## src/rtl/irda_irq_pkg.sv

```systemverilog
package irda_irq_pkg;
   localparam int REG_W  = 16;
   localparam int NUM_EV = 5;
   localparam logic [REG_W-1:0] EV_IMPL   = 16'h8B80;
   localparam logic [REG_W-1:0] MODE_IMPL = 16'hC111;
   localparam logic [REG_W-1:0] MODE_RST  = 16'h0111;
   localparam int GM_SIR  = 0;
   localparam int GM_MF   = 4;
   localparam int GM_FIFO = 8;
   localparam int A_MODE  = 0;
   localparam int A_BANK0 = 1;   // status, mask, clear at base+0/1/2
   localparam int BANK_SPAN = 3;

   typedef enum logic [1:0] {
      LM_SIR  = 2'b00,
      LM_NONE = 2'b01,
      LM_FIR  = 2'b10,
      LM_MIR  = 2'b11
   } link_mode_e;

   // event index -> status bit position
   function automatic int ev_pos(input int idx);
      case (idx)
         0:       return 7;
         1:       return 8;
         2:       return 9;
         3:       return 11;
         default: return 15;
      endcase
   endfunction
endpackage

```

## src/rtl/irda_irq_mode.sv

```systemverilog
module irda_irq_mode
   import irda_irq_pkg::*;
#(
   parameter int DATA_W = 16
) (
   input  logic              clk,
   input  logic              rst_n,
   input  logic              we,
   input  logic [DATA_W-1:0] wdata,
   output logic [DATA_W-1:0] mode_q
);
   if (DATA_W != REG_W) begin : g_bad_w
      $error("irda_irq_mode: DATA_W must be %0d", REG_W);
   end

   always_ff @(posedge clk or negedge rst_n) begin
      if (!rst_n)  mode_q <= MODE_RST;
      else if (we) mode_q <= wdata & MODE_IMPL;
   end
endmodule

```

## src/rtl/irda_irq_bank.sv

```systemverilog
module irda_irq_bank
   import irda_irq_pkg::*;
#(
   parameter int DATA_W   = 16,
   parameter int NEV      = 5,
   parameter bit SET_WINS = 1'b1
) (
   input  logic              clk,
   input  logic              rst_n,
   input  logic [NEV-1:0]    evt,
   input  logic              mask_we,
   input  logic              clr_we,
   input  logic [DATA_W-1:0] wdata,
   output logic [DATA_W-1:0] stat,
   output logic [DATA_W-1:0] mask,
   output logic              pend
);
   if (DATA_W != REG_W) begin : g_bad_w
      $error("irda_irq_bank: DATA_W must be %0d", REG_W);
   end
   if (NEV != NUM_EV) begin : g_bad_n
      $error("irda_irq_bank: NEV must be %0d", NUM_EV);
   end

   logic [DATA_W-1:0] set_v, clr_v, stat_nxt;

   always_comb begin
      set_v = '0;
      for (int i = 0; i < NEV; i++) set_v[ev_pos(i)] = evt[i];
   end

   assign clr_v = clr_we ? wdata : '0;

   if (SET_WINS) begin : g_set_wins
      assign stat_nxt = ((stat & ~clr_v) | set_v) & EV_IMPL;
   end else begin : g_clr_wins
      assign stat_nxt = (stat | set_v) & ~clr_v & EV_IMPL;
   end

   always_ff @(posedge clk or negedge rst_n) begin
      if (!rst_n) begin
         stat <= '0;
         mask <= EV_IMPL;
      end else begin
         stat <= stat_nxt;
         if (mask_we) mask <= wdata & EV_IMPL;
      end
   end

   assign pend = |(stat & ~mask);
endmodule

```

## src/rtl/irda_irq_ctl.sv

```systemverilog
module irda_irq_ctl
   import irda_irq_pkg::*;
#(
   parameter int ADDR_W   = 4,
   parameter int DATA_W   = 16,
   parameter int NEV      = 5,
   parameter bit SET_WINS = 1'b1
) (
   input  logic              clk,
   input  logic              rst_n,
   input  logic              bus_wr,
   input  logic [ADDR_W-1:0] bus_addr,
   input  logic [DATA_W-1:0] bus_wdata,
   output logic [DATA_W-1:0] bus_rdata,
   input  logic [NEV-1:0]    sir_evt,
   input  logic [NEV-1:0]    mf_evt,
   output logic              irq
);
   localparam int NBANK = 2;
   localparam int LAST_A = A_BANK0 + NBANK*BANK_SPAN - 1;

   if (ADDR_W < $clog2(LAST_A + 1)) begin : g_bad_a
      $error("irda_irq_ctl: ADDR_W too small for %0d registers", LAST_A + 1);
   end

   logic [DATA_W-1:0] mode_q;
   logic [DATA_W-1:0] bank_stat [NBANK];
   logic [DATA_W-1:0] bank_mask [NBANK];
   logic [NEV-1:0]    bank_evt  [NBANK];
   logic [NBANK-1:0]  bank_pend;
   logic [NBANK-1:0]  grp_mask;

   assign bank_evt[0] = sir_evt;
   assign bank_evt[1] = mf_evt;
   assign grp_mask    = {mode_q[GM_MF], mode_q[GM_SIR]};

   irda_irq_mode #(.DATA_W(DATA_W)) u_mode (
      .clk    (clk),
      .rst_n  (rst_n),
      .we     (bus_wr && (bus_addr == ADDR_W'(A_MODE))),
      .wdata  (bus_wdata),
      .mode_q (mode_q)
   );

   for (genvar b = 0; b < NBANK; b++) begin : g_bank
      localparam int BASE = A_BANK0 + b*BANK_SPAN;
      irda_irq_bank #(.DATA_W(DATA_W), .NEV(NEV), .SET_WINS(SET_WINS)) u_bank (
         .clk     (clk),
         .rst_n   (rst_n),
         .evt     (bank_evt[b]),
         .mask_we (bus_wr && (bus_addr == ADDR_W'(BASE + 1))),
         .clr_we  (bus_wr && (bus_addr == ADDR_W'(BASE + 2))),
         .wdata   (bus_wdata),
         .stat    (bank_stat[b]),
         .mask    (bank_mask[b]),
         .pend    (bank_pend[b])
      );
   end

   assign irq = |(bank_pend & ~grp_mask);

   always_comb begin
      bus_rdata = '0;
      if (bus_addr == ADDR_W'(A_MODE)) bus_rdata = mode_q;
      for (int b = 0; b < NBANK; b++) begin
         if (bus_addr == ADDR_W'(A_BANK0 + b*BANK_SPAN))     bus_rdata = bank_stat[b];
         if (bus_addr == ADDR_W'(A_BANK0 + b*BANK_SPAN + 1)) bus_rdata = bank_mask[b];
      end
   end
endmodule

```

## config.mk

```make
export PLATFORM = sky130hd
export DESIGN_NAME = irda_irq_ctl
export DESIGN_NICKNAME = d
export VERILOG_FILES = /design/src/rtl/irda_irq_pkg.sv /design/src/rtl/irda_irq_mode.sv /design/src/rtl/irda_irq_bank.sv /design/src/rtl/irda_irq_ctl.sv
export SDC_FILE = /design/constraint.sdc
export NUM_CORES = 1
export LEC_CHECK = 0
export BUFFER_PORTS_ARGS = -buffer_cell sky130_fd_sc_hd__buf_4
export CAP_MARGIN = 25
export CORE_MARGIN = 10
export CORE_UTILIZATION = 34
export DETAILED_ROUTE_END_ITERATION = 8
export PLACE_DENSITY = 0.57
export SYNTH_ARGS = -nofsm -noshare
export SYNTH_HDL_FRONTEND = slang
export SYNTH_SLANG_ARGS = --single-unit
```

## constraint.sdc

```tcl
create_clock -name clk -period 1.44 [get_ports clk]
set_clock_uncertainty 0.15 [all_clocks]
set_input_delay 0.144 -clock clk [delete_from_list [all_inputs] [get_ports clk]]
set_output_delay 0.144 -clock clk [all_outputs]
set_load 0.005 [all_outputs]
```

; Word level (Yosys, flattened, before mapping)
; Index checks and enable logic that the tools add are counted.
[classes]
n_eq_ne = 6
muxes = 7
bitwise_logic = 12
n_reduce_logical = 9
[ops]
columns = cell, count
row1 = $mux 16, 7
row2 = $and 16x16->16, 4
row3 = $not 16->16, 4
row4 = $or 16x16->16, 2
row5 = $reduce_or 16->1, 2
row6 = $eq 4x3->1 const B, 3
row7 = $eq 4x2->1 const B, 2
row8 = $logic_and 1x1->1, 5
row9 = $eq 4x1->1 const B, 1
row10 = $logic_not 4->1, 1
row11 = $and 2x2->2, 1
row12 = $not 2->2, 1
row13 = $reduce_or 2->1, 1
[word_totals]
ff_bits = 25
out_inout_bits = 17
elab_cells = 39

; Longest topological paths before layout
; Gate-level depths: netlist of the first run.
[logic_depth]
word_depth = 6
depth_mapped = 5
depth_no_buf = 4

; Hierarchy
; Synthesis of the first run repeated with hierarchy kept, for this count alone.
[unflattened]
cells_unflattened = 251
area_unflattened_um2 = 2224.6
[by_module_without_submodules]
columns = module, instances, cells_per_inst, area_each_um2, seq_area_each_um2
row1 = irda_irq_bank, 2, 59, 573.0, 256.5
row2 = irda_irq_ctl, 1, 111, 807.0, 0.0
row3 = irda_irq_mode, 1, 22, 271.5, 128.9

; Worst setup path before layout of the first run
; No wires, ideal clock.
[synth_path]
kind = reg-to-output
start = register u_mode.mode_q[8]
end = output bus_rdata[8]
arrival_time_ns = 0.972
required_time_ns = 1.146
setup_slack_ns = 0.174
stages_incl_launch_ff = 5
n_path_buf = 0
path_cell_list = dfstp_2 nor2b_1 a211o_1 a32oi_1 a21oi_1
[synth_via]
elab_chain_len = 5
[synth_rtl]
columns = item, line_no
row1 = start: declaration, irda_irq_mode.sv:10  ; output logic [DATA_W-1:0] mode_q
row2 = start signal: assignment, irda_irq_mode.sv:18  ; else if (we) mode_q <= wdata & MODE_IMPL;
row3 = $mux 16, irda_irq_ctl.sv:64  ; if (bus_addr == ADDR_W'(A_MODE)) bus_rdata = mode_q;
row4 = $mux 16, irda_irq_ctl.sv:66  ; if (bus_addr == ADDR_W'(A_BANK0 + b*BANK_SPAN)) bus_rdata = bank_stat[b];
row5 = $mux 16, irda_irq_ctl.sv:67  ; if (bus_addr == ADDR_W'(A_BANK0 + b*BANK_SPAN + 1)) bus_rdata = bank_mask[b];
row6 = $mux 16, irda_irq_ctl.sv:66
row7 = $mux 16, irda_irq_ctl.sv:67
row8 = end: declaration, irda_irq_ctl.sv:14  ; output logic [DATA_W-1:0] bus_rdata,
; Every way passes these cells.

; Worst setup path in the final report of the first run
; Ends and elaborated chain as after synthesis.

==> results of run 1 <==
## final cells by class
cell class / count / area [sq um]
Inverter: 8 / 30.0
Fill cell: 378 / 2000
Sequential cell: 25 / 642
Tap cell: 50 / 62.6
Timing Repair Buffer: 59 / 488
Clock buffer: 3 / 41.3
Multi-Input combinational cell: 95 / 707
Clock inverter: 1 / 5.00
## per-layer routing
metal / wire [microns] / vias to the layer above / share of wire
met3: 163 / 0 / 0.045
met4: 0 / 0 / 0
met5: 0 / - / 0
met1: 1570 / 559 / 0.43
li1: - / 570 / -
met2: 1930 / 23 / 0.53
## what timing repair did
action	in CTS	in global routing
endpoints found under the setup margin	6	6
pin swaps	9	3
hold buffers	18	0
hold endpoints to repair	47	0
gates resized for setup	7	4
buffers inserted	0	1
## per-stage QoR
stage          setup WS, ns   util  setup TNS [ns]  instance area, sq um  total power (uW)
2_1_floorplan         0.174      -               0                  1410              1140
4_1_cts              -0.265  0.490           -1.14                  1950              1780
3_3_place_gp        -0.0290  0.426         -0.0290                  1690              1280
6_report             -0.255  0.497          -0.972                  1980              1770
3_5_place_dp        -0.0145  0.426         -0.0204                  1690              1300
5_1_grt              -0.344  0.497           -1.48                  1980              1870
## path summary, 6_finish.rpt
check | end | slack, ns | cells past startpoint
worst max-delay path | bus_rdata[8] | -0.26 | 5
worst min-delay path | g_bank[1].u_bank.mask[15]$_DFFE_PN1P_ | 0.007 | 2
worst max register to register | g_bank[0].u_bank.stat[7]$_DFF_PN0_ | 0.49 | 2
worst min register to register | g_bank[0].u_bank.stat[8]$_DFF_PN0_ | 0.34 | 1
max in group asynchronous | g_bank[1].u_bank.mask[15]$_DFFE_PN1P_ | 0.67 | 2
min in group asynchronous | g_bank[1].u_bank.stat[8]$_DFF_PN0_ | 0.16 | 2
## critical path, cell delays in order, from the launching register on
cell and delay (ns):
dfstp_2 0.54, nor2b_4 0.12, a211o_1 0.11, a32oi_2 0.10, a21oi_2 0.14, buf_4 0.12
## placed cells by master (no fill, tap or decap), types with 2 or more instances in the layout
master,netlist,final
mux2_2,15,15
dfrtp_1,12,12
nor2_1,7,7
nor2b_4,1,2
nand3_2,2,2
conb_1,1,8
o22ai_1,5,4
a21o_1,10,10
nor2b_1,3,2
and3_1,3,3
nor3_1,4,2
inv_1,8,8
nor3_2,0,2
dfstp_2,13,13
mux2i_1,3,3
buf_4,11,41
a21oi_1,4,3
dlygate4sd3_1,0,18
nand2_1,12,12
clkbuf_8,0,3
## flip-flops by register name (all words and copies together), names as in the netlist
name                flops
g_bank.u_bank.mask     10
g_bank.u_bank.stat     10
u_mode.mode_q           5
## cells by family (layout without fill, tap and decap cells)
kind of cell,after synthesis,in the layout,share of synthesized area
simple gates,41,41,0.171
flops,25,25,0.463
compound gates,28,28,0.138
buf+inv,19,71,0.0812
mux,18,18,0.144
other cells,1,8,0.00270
## power by group through the flow
stage               Clock, uW  Combinational [uW]  Sequential [uW]
finish                    426                 406              941
global placement            0                 338              943
detailed placement          0                 346              951
floorplan                   0                 216              925
CTS                       440                 401              939
global route              467                 447              957
==> results.tsv, run 1 <==
metric	value	unit
critical path data required time	1.15	ns
most numerous cell in the Yosys netlist	mux2_2	
clock network fraction of design power	0.240	
Post-route DRC	0	
starting density of the core	0.349	
final-report hold violation count	0	
min Tclk post-route	1.70	ns
count of nets left with antenna violations after detail routing	0	
fraction of power spent switching nets	0.266	
Placed Cells incl. Taps	218	
global routing usage on met2	0.189	
core area	3970	sq um
count of buffers from port buffering	33	
area leader, netlist	dfstp_2	
post-synthesis instance total	132	
run status	finished with violations	
Routed WL	3.66	mm
maximum ir drop on the vdd rail	0.000415	V
startpoint of the worst hold path	bus_wdata[15]	
Post-synth EDFFs	0	
post-synthesis average cell area	10.5	sq um
TritonCTS buffer count	3	
type of element launching the critical path	flip-flop	
Max Cap Viol	0	
maximum net fanout on the critical path	2	
die area	7030	sq um
Worst Setup Path Type	flip-flop to output port	
global routing usage on met3	0.0264	
global-route wire length before repair	6.22	mm
CTS root buf	clkbuf_8	
post-synthesis sequential area ratio	0.463	
HPWL reported at the end of detailed placement	2.86	mm
path type of the worst min-delay path	input port to flip-flop	
power dissipated by switching net loads	471	uW
worst hold slack after final layout	0.00737	ns
share of synthesized registers carrying an async set or reset	1.00	
clock insertion delay at the later pin of the skew report	0.27	ns
final slew viol count	0	
Nets	225	
average detailed-routed wire length per instance	15.2	microns
maximum number of pins on one net before global-route repair	26	
violated checks	setup timing	
internal power	1300	uW
reg2reg start	g_bank[0].u_bank.stat[7]$_DFF_PN0_	
cell types with the largest area share after synthesis	dfstp_2 25%, dfrtp_1 22%, mux2_2 12%	
nature of the critical path endpoint	output port	
GR Util All Layers	0.105	
crit path launch	u_mode.mode_q[8]$_DFFE_PN1P_	
Overflow after GRT	0	
vias after detailed routing	1152	
number of standard cells in the final layout excluding fillers	241	
number of synthesized register bits	25	
cell area power density	898	nW/um^2
number of buffers between clock root and the deepest sink	2	
power share of the combinational group	0.229	
antenna violations before repair	0	
Clock H-tree levels	1	
proportion of layout cells with a drive suffix above 1	0.466	
clock-pin slew reported for the worst setup and hold paths after clock tree synthesis	0.08	ns
P&R area growth vs syn	42.5	%
met1 demand-to-capacity share in global routing	0.119	
ratio of final minimum period to clock period	1.18	
Reg power frac	0.531	
die height	83.9	microns
number of failing setup endpoints in the final timing report	6	
starting DRC count in detailed routing	29	
vias in the first global route	1276	
GR peak layer	met2	
unrepaired setup endpoints after global routing	yes	
Top FF cell, synth	dfstp_2	
clock net sink count	25	
TritonCTS clock tree	done	
Inserted Diodes	0	
leak pwr	0.000900	uW
synth cell count leaders	15 x mux2_2, 13 x dfstp_2, 12 x dfrtp_1, 12 x nand2_1, 11 x buf_4	
Ys Warns	0	
Cell variety after synth	32	
standard-cell rows	23	
Placer Congestion	0.816	
Max Freq	590	MHz
I/O pins	50	
final worst-path setup slack	-0.255	ns
number of optimization iterations in the first detailed-route pass	4	
die extent in x	83.9	microns
area of the mapped netlist	1390	sq um
Arr. time, crit path	1.40	ns
post-synth top area share	0.246	
vias per inst	4.78	
(Power assumes the default switching activity.)
==> inputs of run 2 (changes only) <==
==> constraint.sdc (replaced) <==
create_clock -name clk -period 1.44 [get_ports clk]
set_clock_uncertainty 0.15 [all_clocks]
set_input_delay 0.288 -clock clk [delete_from_list [all_inputs] [get_ports clk]]
set_output_delay 0.288 -clock clk [all_outputs]
set_load 0.005 [all_outputs]
==> run 2 against run 1 <==
  * The run still ends with setup timing left
  * Highest routed layer is now met4
  * Critical endpoint unchanged
  * Die area unchanged
  * Final area is 0.76% lower
  * Non-clock buffer count is 3 lower
  * Core utilization fell by 0.38 points
  * Clock power about the same
  * Register-to-register slack got worse by 0.04 ns
  * Global-route usage up 0.65 points
==> results.tsv, run 2 (synthesis gave the netlist of run 1 again) <==
metric	value	unit	change
Worst Setup Path Type	flip-flop to output port		unchanged
violated checks	setup timing		unchanged
internal power	1320	uW	was 1300 uW
maximum number of pins on one net before global-route repair	26		unchanged
path type of the worst min-delay path	input port to flip-flop		unchanged
die extent in x	83.9	microns	unchanged
register cell area after layout	642	sq um	unchanged
cells along the critical path	nor2b_4 > a211o_1 > a32oi_1 > a21oi_1 > buf_4		was nor2b_4 > a211o_1 > a32oi_2 > a21oi_2 > buf_4
number of standard cells in the final layout excluding fillers	238		was 241
die height	83.9	microns	unchanged
total chip power	1800	uW	was 1770 uW
filler cell count	369		was 378
P&R area growth vs syn	41.4	%	was 42.5%
largest delay contributor family on the critical path	flip-flops		unchanged
count of nets left with antenna violations after detail routing	0		unchanged
unrepaired setup endpoints after global routing	yes		unchanged
final-report hold violation count	0		unchanged
registers with the most flip-flops	g_bank.u_bank.mask (10), g_bank.u_bank.stat (10), u_mode.mode_q (5)		unchanged
Reg power frac	0.523		was 0.531
cell area power density	916	nW/um^2	was 898 nW/um^2
fraction of power spent switching nets	0.264		was 0.266
maximum net fanout on the critical path	2		unchanged
CTS root buf	clkbuf_8		unchanged
total area of multi-input combinational cells	736	sq um	was 707 sq um
HPWL reported at the end of detailed placement	2.98	mm	was 2.86 mm
core area	3970	sq um	unchanged
number of optimization iterations in the first detailed-route pass	4		unchanged
final slew viol count	0		unchanged
final worst-path setup slack	-0.445	ns	was -0.255 ns
worst hold slack after final layout	0.0357	ns	was 0.00737 ns
most common cell after layout, fill and taps aside	buf_4		unchanged
crit path launch	u_mode.mode_q[8]$_DFFE_PN1P_		unchanged
Total Neg Setup Slack	-2.09	ns	was -0.972 ns
count of buffers from port buffering	33		unchanged
Nets	222		was 225
global-route wire length before repair	6.42	mm	was 6.22 mm
clock net sink count	25		unchanged
number of buffers between clock root and the deepest sink	2		unchanged
standard-cell rows	23		unchanged
Routed WL	3.82	mm	was 3.66 mm
min Tclk post-route	1.88	ns	was 1.70 ns
leak pwr	0.000905	uW	was 0.000900 uW
TritonCTS clock tree	done		unchanged
Clock H-tree levels	1		unchanged
I/O pins	50		unchanged
proportion of layout cells with a drive suffix above 1	0.574		was 0.466
biggest cell delay along the critical path	0.54	ns	about the same
maximum ir drop on the vdd rail	0.000584	V	was 0.000415 V
Max Freq	531	MHz	was 590 MHz
antenna violations before repair	0		unchanged
ratio of final minimum period to clock period	1.31		was 1.18
vias per inst	5.01		was 4.78
GR Util All Layers	0.111		was 0.105
run status	finished with violations		unchanged
number of failing setup endpoints in the final timing report	9		was 6
vias in the first global route	1274		was 1276
CP bufs+invs	1		unchanged
starting DRC count in detailed routing	74		was 29
clock network fraction of design power	0.236		was 0.240
TritonCTS buffer count	3		unchanged
clock insertion delay at the later pin of the skew report	0.27	ns	about the same
reg2reg start	g_bank[1].u_bank.mask[9]$_DFFE_PN1P_		was g_bank[0].u_bank.stat[7]$_DFF_PN0_
nature of the critical path endpoint	output port		unchanged
type of element launching the critical path	flip-flop		unchanged
starting density of the core	0.349		unchanged
die area	7030	sq um	unchanged
Max Cap Viol	0		unchanged
Inserted Diodes	0		unchanged
Overflow after GRT	0		unchanged
Crit-path slowest cell	dfstp_2		unchanged
vias after detailed routing	1192		was 1152
clock-pin slew reported for the worst setup and hold paths after clock tree synthesis	0.09	ns	was 0.08 ns
Arr. time, crit path	1.45	ns	was 1.40 ns
critical path data required time	1.00	ns	was 1.15 ns
power dissipated by switching net loads	474	uW	was 471 uW
Placed Cells incl. Taps	229		was 218
Placer Congestion	0.792		was 0.816
power share of the combinational group	0.241		was 0.229
Post-route DRC	0		unchanged
average detailed-routed wire length per instance	16.1	microns	was 15.2 microns
startpoint of the worst hold path	sir_evt[0]		was bus_wdata[15]
most frequent cells in the layout	49 x buf_4, 15 x mux2_2, 13 x dfstp_2		was 41 x buf_4, 18 x dlygate4sd3_1, 15 x mux2_2
## run 2: changes by cell type in the layout (fill, tap and decap cells not counted), moves of 3 or more
| cell | previous run | this run |
|---|---|---|
| dlygate4sd3_1 | 18 | 1 |
| and3_1 | 3 | 0 |
| buf_6 | 0 | 6 |
| buf_4 | 41 | 49 |
| and3_4 | 0 | 3 |
## run 2: path summary, 6_finish.rpt
| check | endpoint | slack [ns] | cells after the start |
|---|---|---|---|
| worst max-delay path | bus_rdata[8] | -0.44 | 5 |
| worst min-delay path | g_bank[0].u_bank.stat[7]$_DFF_PN0_ | 0.04 | 2 |
| worst max register to register | g_bank[1].u_bank.mask[9]$_DFFE_PN1P_ | 0.45 | 2 |
| min in group asynchronous | g_bank[1].u_bank.stat[15]$_DFF_PN0_ | 0.30 | 2 |
| max in group asynchronous | g_bank[1].u_bank.mask[15]$_DFFE_PN1P_ | 0.54 | 2 |
| worst min register to register | g_bank[0].u_bank.stat[8]$_DFF_PN0_ | 0.35 | 1 |
## run 2: layout make-up
cell class	count	share of cell area
clock buffer	4	0.0230
inverter	8	0.0153
multi-input combinational	95	0.375
sequential	25	0.327
tap	50	0.0319
timing repair buffer	56	0.227
## run 2: worst reg2reg max path: stages, from the launching register on
cell and delay, ns:
dfstp_2 0.55, buf_4 0.11, mux2_2 0.14
## run 2: power by group through the flow
| stage | Combinational, uW | Clock, uW | Sequential [uW] |
|---|---|---|---|
| 2_1_floorplan | 218 | 0 | 925 |
| 3_3_place_gp | 380 | 0 | 936 |
| 3_5_place_dp | 392 | 0 | 945 |
| 4_1_cts | 425 | 436 | 936 |
| 5_1_grt | 476 | 479 | 955 |
| 6_report | 433 | 425 | 939 |
## run 2: timing repair
item | in CTS | in global routing
buffers inserted | 4 | 1
gates resized for setup | 17 | 8
endpoints found under the setup margin | 9 | 9
pin swaps | 13 | 8
endpoints found under the hold margin | 12 | 0
hold buffers | 1 | 0
## run 2: layer usage
layer  vias to the layer above  part of all wire  GRT usage
met1                       584              0.43      0.130
li1                        563                 -          -
met3                         9             0.058     0.0342
met5                         -                 0          0
met2                        36              0.50      0.187
met4                         0             0.021     0.0381
## run 2: per-stage QoR
| step | util | cell area (sq um) | worst slack, ns |
|---|---|---|---|
| final | 0.494 | 1960 | -0.445 |
| after global placement | 0.448 | 1780 | -0.212 |
| after detailed placement | 0.448 | 1780 | -0.216 |
| after floorplan | - | 1420 | 0.0122 |
| after global routing | 0.494 | 1960 | -0.532 |
| after CTS | 0.486 | 1930 | -0.442 |
==> inputs of run 3 (changes only) <==
--- a/config.mk
+++ b/config.mk
@@ -8,9 +8,9 @@
 export BUFFER_PORTS_ARGS = -buffer_cell sky130_fd_sc_hd__buf_4
 export CAP_MARGIN = 25
 export CORE_MARGIN = 10
-export CORE_UTILIZATION = 34
+export CORE_UTILIZATION = 45
 export DETAILED_ROUTE_END_ITERATION = 8
-export PLACE_DENSITY = 0.57
+export PLACE_DENSITY = 0.73
 export SYNTH_ARGS = -nofsm -noshare
 export SYNTH_HDL_FRONTEND = slang
 export SYNTH_SLANG_ARGS = --single-unit
==> run 3 against run 2 <==
  * Largest cell class unchanged
  * Critical path type unchanged
  * Setup slack worse by 0.050 ns
  * Core utilization up 20 points
  * The run still ends with setup timing left
  * Critical endpoint unchanged
  * Combinational power rose by 13%
==> results.tsv, run 3 (synthesis gave the netlist of run 1 again) <==
metric	value	unit	change
run status	finished with violations		unchanged
violated checks	setup timing		unchanged
most common cell after layout, fill and taps aside	buf_4		unchanged
die area	5700	sq um	was 7030 sq um
maximum ir drop on the vdd rail	0.000619	V	was 0.000584 V
post-route standard cell area excluding fillers	2070	sq um	was 1960 sq um
antenna violations before repair	0		unchanged
cells along the critical path	nor2b_4 > a211o_1 > a32oi_1 > a21oi_1 > buf_4		unchanged
core area	3000	sq um	was 3970 sq um
path type of the worst min-delay path	input port to flip-flop		unchanged
vias per inst	5.20		was 5.01
clock insertion delay at the later pin of the skew report	0.31	ns	was 0.27 ns
maximum number of pins on one net before global-route repair	26		unchanged
min Tclk post-route	1.93	ns	was 1.88 ns
count of nets left with antenna violations after detail routing	0		unchanged
vias in the first global route	1282		was 1274
leak pwr	0.000961	uW	was 0.000905 uW
number of buffers between clock root and the deepest sink	2		unchanged
Nets	238		was 222
Inserted Diodes	0		unchanged
clock net sink count	25		unchanged
GR Util All Layers	0.136		was 0.111
Arr. time, crit path	1.50	ns	was 1.45 ns
Routed WL	3.72	mm	was 3.82 mm
TritonCTS buffer count	3		unchanged
HPWL reported at the end of detailed placement	2.79	mm	was 2.98 mm
CTS root buf	clkbuf_4		was clkbuf_8
global-route wire length before repair	5.95	mm	was 6.42 mm
average detailed-routed wire length per instance	15.7	microns	was 16.1 microns
final worst-path setup slack	-0.495	ns	was -0.445 ns
Clock H-tree levels	1		unchanged
clock-pin slew reported for the worst setup and hold paths after clock tree synthesis	0.12	ns	was 0.09 ns
vias after detailed routing	1233		was 1192
P&R area growth vs syn	49.4	%	was 41.4%
CP bufs+invs	1		unchanged
biggest cell delay along the critical path	0.56	ns	was 0.54 ns
number of standard cells in the final layout excluding fillers	237		was 238
Max Cap Viol	0		unchanged
I/O pins	50		unchanged
cell area power density	837	nW/um^2	was 916 nW/um^2
dpl cell area	1800	sq um	was 1780 sq um
Max Freq	517	MHz	was 531 MHz
largest delay contributor family on the critical path	flip-flops		unchanged
most frequent cells in the layout	55 x buf_4, 15 x mux2_2, 13 x dfstp_2		was 49 x buf_4, 15 x mux2_2, 13 x dfstp_2
die extent in x	75.5	microns	was 83.9 microns
count of buffers from port buffering	33		unchanged
critical path data required time	1.00	ns	about the same
Crit-path slowest cell	dfstp_2		unchanged
unrepaired setup endpoints after global routing	yes		unchanged
die height	75.5	microns	was 83.9 microns
nature of the critical path endpoint	output port		unchanged
starting DRC count in detailed routing	64		was 74
TritonCTS clock tree	done		unchanged
maximum net fanout on the critical path	2		unchanged
standard-cell rows	20		was 23
type of element launching the critical path	flip-flop		unchanged
number of optimization iterations in the first detailed-route pass	4		unchanged
final-report hold violation count	0		unchanged
total chip power	1730	uW	was 1800 uW
proportion of layout cells with a drive suffix above 1	0.559		was 0.574
final slew viol count	0		unchanged
Worst Setup Path Type	flip-flop to output port		unchanged
Post-route DRC	0		unchanged
Overflow after GRT	0		unchanged
ratio of final minimum period to clock period	1.34		was 1.31
registers with the most flip-flops	g_bank.u_bank.mask (10), g_bank.u_bank.stat (10), u_mode.mode_q (5)		unchanged
starting density of the core	0.462		was 0.349
Placer Congestion	0.910		was 0.792
number of failing setup endpoints in the final timing report	9		unchanged
Placed Cells incl. Taps	216		was 229
-- run 3: cell types whose count changed in the layout (fill, tap and decap cells not counted), moves of 3 or more --
cell and change:
buf_4 +6, dlygate4sd3_1 +10, clkbuf_4 +3, clkbuf_8 -3
-- run 3: worst paths after layout --
kind	start	end	slack [ns]	depth (start not counted)
hold reg to reg	u_mode.mode_q[14]$_DFFE_PN0P_	u_mode.mode_q[14]$_DFFE_PN0P_	0.38	1
hold / removal	bus_wdata[14]	u_mode.mode_q[14]$_DFFE_PN0P_	0.04	2
min in group asynchronous	rst_n	g_bank[0].u_bank.stat[15]$_DFF_PN0_	0.24	2
setup / recovery	u_mode.mode_q[8]$_DFFE_PN1P_	bus_rdata[8]	-0.49	5
max in group asynchronous	rst_n	g_bank[0].u_bank.mask[7]$_DFFE_PN1P_	0.61	2
setup reg to reg	g_bank[0].u_bank.stat[11]$_DFF_PN0_	g_bank[0].u_bank.stat[11]$_DFF_PN0_	0.39	3
-- run 3: worst reg2reg max path: stages, from the launching register on --
cell and delay (ns):
dfrtp_1 0.42, buf_4 0.14, buf_4 0.12, a21o_1 0.14
-- run 3: through the flow --
step                setup TNS [ns]  setup WS (ns)  utilization  hold WS (ns)
finish                       -2.68         -0.495        0.690        0.0425
global route                 -3.27         -0.552        0.690        0.0259
CTS                          -2.73         -0.502        0.665        0.0397
detailed placement           -4.12         -0.222        0.599        0.0554
global placement             -3.66         -0.201        0.599        0.0483
floorplan                        0         0.0122            -        -0.158
-- run 3: final cells by class --
class,count,area [sq um]
Clock buffer,4,26.3
Fill cell,234,932
Inverter,8,30.0
Multi-Input combinational cell,95,732
Sequential cell,25,642
Tap cell,33,41.3
Timing Repair Buffer,72,599
-- run 3: layer usage --
layer,wire [microns],part of all wire,global-route usage
met1,1520,0.41,0.151
met3,257,0.069,0.0378
met5,0,0,0
met2,1870,0.50,0.242
met4,74,0.020,0.0495
-- run 3: power breakdown --
| group | leakage, uW | internal (uW) | switching, uW |
|---|---|---|---|
| Sequential | 0.000249 | 866 | 69.6 |
| Combinational | 0.000696 | 297 | 191 |
| Clock | 0.0000150 | 108 | 201 |
-- run 3: timing repair --
| action | 4_1_cts | 5_1_grt |
|---|---|---|
| setup endpoints to repair | 9 | 9 |
| hold buffers | 11 | 0 |
| buffers inserted | 3 | 3 |
| pin swaps | 9 | 2 |
| resized for setup | 10 | 12 |
| endpoints found under the hold margin | 35 | 0 |
